`src/rtl/rtc_irq_pkg.sv`:
```
`timescale 1ns/1ps
package rtc_irq_pkg;
  // register indexes on the byte port
  localparam int IDX_CTRL_A = 10;
  localparam int IDX_CTRL_B = 11;
  localparam int IDX_FLAGS  = 12;
  localparam int IDX_VALID  = 13;

  // divider mode field
  localparam int          MODE_W      = 3;
  localparam logic [2:0]  DIV_RUN     = 3'b010;
  localparam logic [1:0]  DIV_HOLD_HI = 2'b11;

  // control B field positions
  localparam int B_STOP = 7;
  localparam int B_PIE  = 6;
  localparam int B_AIE  = 5;
  localparam int B_UIE  = 4;
  localparam int B_SQWE = 3;

  // internal flag vector order: [2]=periodic, [1]=alarm, [0]=update-ended
  localparam int FLAG_N = 3;

  localparam logic [7:0] VALID_WORD = 8'h80;

  typedef enum logic [1:0] {
    UW_IDLE = 2'd0,
    UW_LEAD = 2'd1,
    UW_BUSY = 2'd2
  } upd_state_t;
endpackage

```
`src/rtl/rtc_rate_div.sv`:
```
`timescale 1ns/1ps
module rtc_rate_div
  import rtc_irq_pkg::*;
#(
  parameter int RATE_W = 4
) (
  input  logic              clk,
  input  logic              rst_n,
  input  logic              ref_en,
  input  logic [MODE_W-1:0] mode,
  input  logic [RATE_W-1:0] rate,
  input  logic              sq_en,
  output logic              tick,
  output logic              sqw
);
  localparam int CNT_W = (1 << RATE_W) - 2;

  logic [CNT_W-1:0] cnt_q, cnt_d;
  logic [CNT_W-1:0] mask;
  logic             sqw_q, sqw_d;
  logic             run, hold, rate_on;

  assign run     = (mode == DIV_RUN);
  assign hold    = (mode[MODE_W-1:MODE_W-2] == DIV_HOLD_HI);
  assign rate_on = (rate != '0);

  // bit gi of the mask takes part once the period exceeds 2^gi enables
  for (genvar gi = 0; gi < CNT_W; gi++) begin : g_mask
    assign mask[gi] = ({1'b0, rate} >= (RATE_W+1)'(gi + 2));
  end

  assign tick = ref_en && run && rate_on && ((cnt_q & mask) == mask);

  always_comb begin
    cnt_d = cnt_q;
    if (hold)             cnt_d = '0;
    else if (run && ref_en) cnt_d = cnt_q + CNT_W'(1);
  end

  always_comb begin
    sqw_d = 1'b0;
    if (sq_en && rate_on) sqw_d = tick ? ~sqw_q : sqw_q;
  end

  always_ff @(posedge clk or negedge rst_n) begin
    if (!rst_n) begin
      cnt_q <= '0;
      sqw_q <= 1'b0;
    end else begin
      cnt_q <= cnt_d;
      sqw_q <= sqw_d;
    end
  end

  assign sqw = sqw_q;
endmodule

```
`src/rtl/rtc_upd_window.sv`:
```
`timescale 1ns/1ps
module rtc_upd_window
  import rtc_irq_pkg::*;
#(
  parameter int LEAD_TICKS = 8,
  parameter int BUSY_TICKS = 65
) (
  input  logic clk,
  input  logic rst_n,
  input  logic ref_en,
  input  logic strobe,
  input  logic freeze,
  output logic uip,
  output logic done
);
  localparam int MAX_T = (LEAD_TICKS > BUSY_TICKS) ? LEAD_TICKS : BUSY_TICKS;
  localparam int CW    = $clog2(MAX_T + 1);

  upd_state_t     st_q, st_d;
  logic [CW-1:0]  cnt_q, cnt_d;

  always_comb begin
    st_d  = st_q;
    cnt_d = cnt_q;
    done  = 1'b0;
    if (freeze) begin
      st_d  = UW_IDLE;
      cnt_d = '0;
    end else begin
      case (st_q)
        UW_IDLE: if (strobe) begin
          st_d  = UW_LEAD;
          cnt_d = '0;
        end
        UW_LEAD: if (ref_en) begin
          if (cnt_q == CW'(LEAD_TICKS - 1)) begin
            st_d  = UW_BUSY;
            cnt_d = '0;
          end else cnt_d = cnt_q + CW'(1);
        end
        UW_BUSY: if (ref_en) begin
          if (cnt_q == CW'(BUSY_TICKS - 1)) begin
            st_d  = UW_IDLE;
            cnt_d = '0;
            done  = 1'b1;
          end else cnt_d = cnt_q + CW'(1);
        end
        default: begin
          st_d  = UW_IDLE;
          cnt_d = '0;
        end
      endcase
    end
  end

  always_ff @(posedge clk or negedge rst_n) begin
    if (!rst_n) begin
      st_q  <= UW_IDLE;
      cnt_q <= '0;
    end else begin
      st_q  <= st_d;
      cnt_q <= cnt_d;
    end
  end

  assign uip = (st_q != UW_IDLE);
endmodule

```
`src/rtl/rtc_flag_reg.sv`:
```
`timescale 1ns/1ps
module rtc_flag_reg
  import rtc_irq_pkg::*;
(
  input  logic              clk,
  input  logic              rst_n,
  input  logic [FLAG_N-1:0] set_ev,
  input  logic              clr,
  input  logic [FLAG_N-1:0] en,
  output logic [FLAG_N-1:0] flags,
  output logic              irqf
);
  logic [FLAG_N-1:0] flg_q, flg_d;

  // a same-cycle event wins over the read clear
  always_comb begin
    flg_d = clr ? '0 : flg_q;
    flg_d = flg_d | set_ev;
  end

  always_ff @(posedge clk or negedge rst_n) begin
    if (!rst_n) flg_q <= '0;
    else        flg_q <= flg_d;
  end

  assign flags = flg_q;
  assign irqf  = |(flg_q & en);
endmodule

```
`src/rtl/rtc_irq_status.sv`:
```
`timescale 1ns/1ps
module rtc_irq_status
  import rtc_irq_pkg::*;
#(
  parameter int ADDR_W     = 4,
  parameter int RATE_W     = 4,
  parameter int LEAD_TICKS = 8,
  parameter int BUSY_TICKS = 65
) (
  input  logic              clk,
  input  logic              rst_n,
  input  logic              ref_en,
  input  logic [ADDR_W-1:0] addr,
  input  logic              wr_en,
  input  logic              rd_en,
  input  logic [7:0]        wdata,
  output logic [7:0]        rdata,
  input  logic              sec_strobe,
  input  logic              alarm_strobe,
  output logic              irq_n,
  output logic              sqw_out
);
  localparam int         A_W     = MODE_W + RATE_W;
  localparam logic [A_W-1:0] A_RESET = {DIV_RUN, {RATE_W{1'b0}}};

  logic [A_W-1:0]    reg_a_q, reg_a_d;
  logic [7:0]        reg_b_q, reg_b_d;
  logic              sel_a, sel_b, sel_c, sel_d;
  logic              tick, uip, upd_done, irqf;
  logic [FLAG_N-1:0] flags, flag_en, flag_set;

  assign sel_a = (addr == ADDR_W'(IDX_CTRL_A));
  assign sel_b = (addr == ADDR_W'(IDX_CTRL_B));
  assign sel_c = (addr == ADDR_W'(IDX_FLAGS));
  assign sel_d = (addr == ADDR_W'(IDX_VALID));

  always_comb begin
    reg_a_d = reg_a_q;
    reg_b_d = reg_b_q;
    if (wr_en && sel_a) reg_a_d = wdata[A_W-1:0];
    if (wr_en && sel_b) reg_b_d = wdata;
  end

  always_ff @(posedge clk or negedge rst_n) begin
    if (!rst_n) begin
      reg_a_q <= A_RESET;
      reg_b_q <= '0;
    end else begin
      reg_a_q <= reg_a_d;
      reg_b_q <= reg_b_d;
    end
  end

  rtc_rate_div #(.RATE_W(RATE_W)) u_div (
    .clk    (clk),
    .rst_n  (rst_n),
    .ref_en (ref_en),
    .mode   (reg_a_q[A_W-1:RATE_W]),
    .rate   (reg_a_q[RATE_W-1:0]),
    .sq_en  (reg_b_q[B_SQWE]),
    .tick   (tick),
    .sqw    (sqw_out)
  );

  rtc_upd_window #(.LEAD_TICKS(LEAD_TICKS), .BUSY_TICKS(BUSY_TICKS)) u_win (
    .clk    (clk),
    .rst_n  (rst_n),
    .ref_en (ref_en),
    .strobe (sec_strobe),
    .freeze (reg_b_q[B_STOP]),
    .uip    (uip),
    .done   (upd_done)
  );

  assign flag_set = {tick, alarm_strobe, upd_done};
  assign flag_en  = {reg_b_q[B_PIE], reg_b_q[B_AIE], reg_b_q[B_UIE]};

  rtc_flag_reg u_flags (
    .clk    (clk),
    .rst_n  (rst_n),
    .set_ev (flag_set),
    .clr    (rd_en && sel_c),
    .en     (flag_en),
    .flags  (flags),
    .irqf   (irqf)
  );

  always_comb begin
    rdata = '0;
    if (sel_a)      rdata = {uip, reg_a_q};
    else if (sel_b) rdata = reg_b_q;
    else if (sel_c) rdata = {irqf, flags, 4'b0000};
    else if (sel_d) rdata = VALID_WORD;
  end

  assign irq_n = ~irqf;
endmodule

```
`config.mk`:
```
export PLATFORM = sky130hd
export DESIGN_NAME = rtc_irq_status
export DESIGN_NICKNAME = d
export VERILOG_FILES = /design/src/rtl/rtc_irq_pkg.sv /design/src/rtl/rtc_rate_div.sv /design/src/rtl/rtc_upd_window.sv /design/src/rtl/rtc_flag_reg.sv /design/src/rtl/rtc_irq_status.sv
export SDC_FILE = /design/constraint.sdc
export NUM_CORES = 1
export LEC_CHECK = 0
export BUFFER_PORTS_ARGS = -buffer_cell sky130_fd_sc_hd__clkbuf_2
export CORE_MARGIN = 10
export CORE_UTILIZATION = 35
export DETAILED_ROUTE_END_ITERATION = 10
export PLACE_DENSITY = 0.53
export SYNTH_ARGS = -nofsm -noshare
export SYNTH_HDL_FRONTEND = slang
export SYNTH_SLANG_ARGS = --single-unit
```
`constraint.sdc`:
```
create_clock -name clk -period 1.9 [get_ports clk]
set_input_delay 0.285 -clock clk [delete_from_list [all_inputs] [get_ports clk]]
set_output_delay 0.285 -clock clk [all_outputs]
set_load 0.05 [all_outputs]
```
==> out/metrics.yaml <==
run:
  maxCapViolations: 0
status:
  violations: "setup timing"
  status: "finished, violations left"
route:
  ant_nets: 0
  wl_mm: 5.63
  viasPerCell: 5.37
  wire_per_inst_um: 15.6
  dr.first_iter.drc_count: 79
  drc: 0
  num_vias: 1937
  firstDrtPassIters: 4
timing:
  whs_ns: 0.164
  period_minus_slack_ns: 1.94
  max_freq_ghz: 0.516
  setup_viol: 1
  slew-limit-headroom_pct: 64.0
  report.final.slew_viol_count: 0
  finalCritPeriodShare_pct: 102
  rsz0062_at_grt: "true"
  clock-skew-final_ns: 0.00713
  worst_slew_pin_slew_ns: 0.540
  hold_viol: 0
  fin_ws_ns: -0.0398
global_routing:
  antenna_found_initial: 0
  track_usage_pct: 11.4
  first_global_vias: 1970
  grt_pass1_wl_mm: 9.69
  use_met2_pct: 17.6
  use_met1_pct: 15.3
  grt_max_degree: 24
  overflow: 0
  busiest_layer: "met2"
  use_met3_pct: 3.10
clock_tree:
  cts_tree: "built"
  cts_num_sinks: 42
  root_buffer: "clkbuf_8"
  cts_buffers: 5
  insertion_delay_ns: 0.30
  cts_max_level: 2
  clkSlewWorstSetupHoldPaths_ns: 0.08
  cts_buffer_depth: 2
logic_synthesis:
  yosysWarnings: 0
  synth.cell_area_sq_um: 2370
  postSynth.asyncResetShare_pct: 100
  syn_nets: 265
  yosysSeqAreaShare_pct: 44.3
  synth.avg_cell_area_sq_um: 9.93
  synth_edf_count: 0
  syn_inst: 239
  synth_cell_types: 52
  synth_flop_cell: "dfrtp_1"
  synth_seq_cells: 42
min_path:
  min_path_type: "in -> reg"
placement:
  numPlacedInstances: 349
  gp_congestion: 0.843
  place_area_sq_um: 2710
  dpl_worst_slack_ns: 0.0206
  dpl.hpwl_mm: 4.35
  portBuffers: 28
floorplanning:
  std_cell_rows: 29
  ios: 29
  die_w_um: 102
  die_area_sq_um: 10500
  coreArea_sq_um: 6460
  start_util_pct: 36.7
  chipHeight_um: 102
final_layout:
  diodes: 0
  design_area_sq_um: 2910
  layout_commonest_cell: "dfrtp_1"
  layout.nets: 309
  final_layout_size_suffix_gt1_share_pct: 29.6
  area_growth_pct: 22.6
  layout.cells.non_filler: 361
  final_cell_mix: "dfrtp_1, clkbuf_2, nor2_1, nand2_1, buf_4"
setup_path:
  arrival_ns: 1.65
  endpoint_kind: "primary output"
  path_class: "reg -> out"
  worstSetupStartpointType: "flip-flop"
  worstPathRequired_ns: 1.62
  crit_fanout: 2
pwr:
  vdd_drop_max_mv: 0.696
  power_density_nw_per_um2: 993
  leakagePower_uw: 0.00136
## layout make-up
class	instances	area, sq um
flip-flops and latches	42	1050
well taps	77	96.3
inverters	14	52.6
multi-input cells	173	1250
repair buffers	47	310
fillers	649	3550
clock inverters	2	60.1
clock buffers	6	82.6
## worst max-delay path, stage by stage (launching register included)
cell and delay, ns:
dfrtp_1 0.40, a222oi_1 0.43, a21oi_1 0.13, a22oi_2 0.19, nor2b_4 0.06, buf_8 0.15
## power by group
| group | internal [uW] | switching, uW |
|---|---|---|
| clock network | 561 | 315 |
| registers | 1030 | 160 |
| logic | 381 | 441 |
| total | 1970 | 916 |
## Yosys cell counts (7+ instances only)
| cell type | number | area, sq um |
|---|---|---|
| dfrtp_1 | 41 | 1030 |
| o21ai_0 | 7 | 35.0 |
| inv_1 | 14 | 52.6 |
| nand2_1 | 18 | 67.6 |
| clkbuf_1 | 7 | 26.3 |
| nor3_1 | 9 | 45.0 |
| nand3_1 | 7 | 35.0 |
| xnor2_1 | 7 | 61.3 |
| nor2_1 | 21 | 78.8 |
| nand2b_1 | 7 | 43.8 |
| ha_1 | 7 | 87.6 |
| mux2_2 | 16 | 180 |
## sequential cells by signal (all words and copies together) (netlist names)
name           cells
u_flags.flags      3
u_div.cnt_q       14
reg_a_q            7
u_win.st_q         2
u_win.cnt_q        7
u_div.sqw          1
reg_b_q            8
## per-stage QoR
stage                     utilization (%)  total power [uW]  TNS (ns)
final                                45.1              2890   -0.0398
after global routing                 45.1              3080    -0.155
after CTS                            44.8              2900   -0.0902
after detailed placement             41.9              1970         0
after global placement               41.9              1950         0
after floorplan                         -              1720    -0.813
## path summary, 6_finish.rpt
check | slack, ns | cells past startpoint | from | endpoint
hold reg to reg | 0.53 | 1 | reg_b_q[1]$_DFFE_PN0P_ | reg_b_q[1]$_DFFE_PN0P_
hold / removal | 0.16 | 2 | alarm_strobe | u_flags.flags[1]$_DFF_PN0_
min in group asynchronous | 0.50 | 2 | rst_n | u_div.cnt_q[12]$_DFFE_PN0P_
setup reg to reg | 0.09 | 5 | u_win.cnt_q[4]$_DFFE_PN0P_ | u_win.cnt_q[0]$_DFFE_PN0P_
setup / recovery | -0.04 | 5 | u_flags.flags[2]$_DFF_PN0_ | rdata[7]
max in group asynchronous | 0.81 | 3 | rst_n | reg_a_q[5]$_DFFE_PN1P_
## cell families (layout without fill, tap and decap cells)
family	Yosys count	after routing	share of synthesized area (%)
flops	42	42	44.3
buf+inv	24	69	3.90
compound gates	46	46	15.0
xor+xnor	11	11	4.06
mux	18	18	8.43
fa+ha+maj	7	7	3.69
simple gates	91	91	20.6
## per-layer routing
layer	routed length, um	up-vias	share of wire [%]
li1	-	947	-
met1	2700	951	48
met2	2670	32	47
met3	207	7	3.7
met4	47	0	0.83
met5	0	-	0
## repair_timing
action                     4_1_cts  5_1_grt
pin swaps                        3        4
hold endpoints to repair        19        0
setup endpoints to repair        1        9
hold buffers                     1        0
setup buffers                    3        0
gates resized for setup          2        9
(Power assumes the default switching activity.)
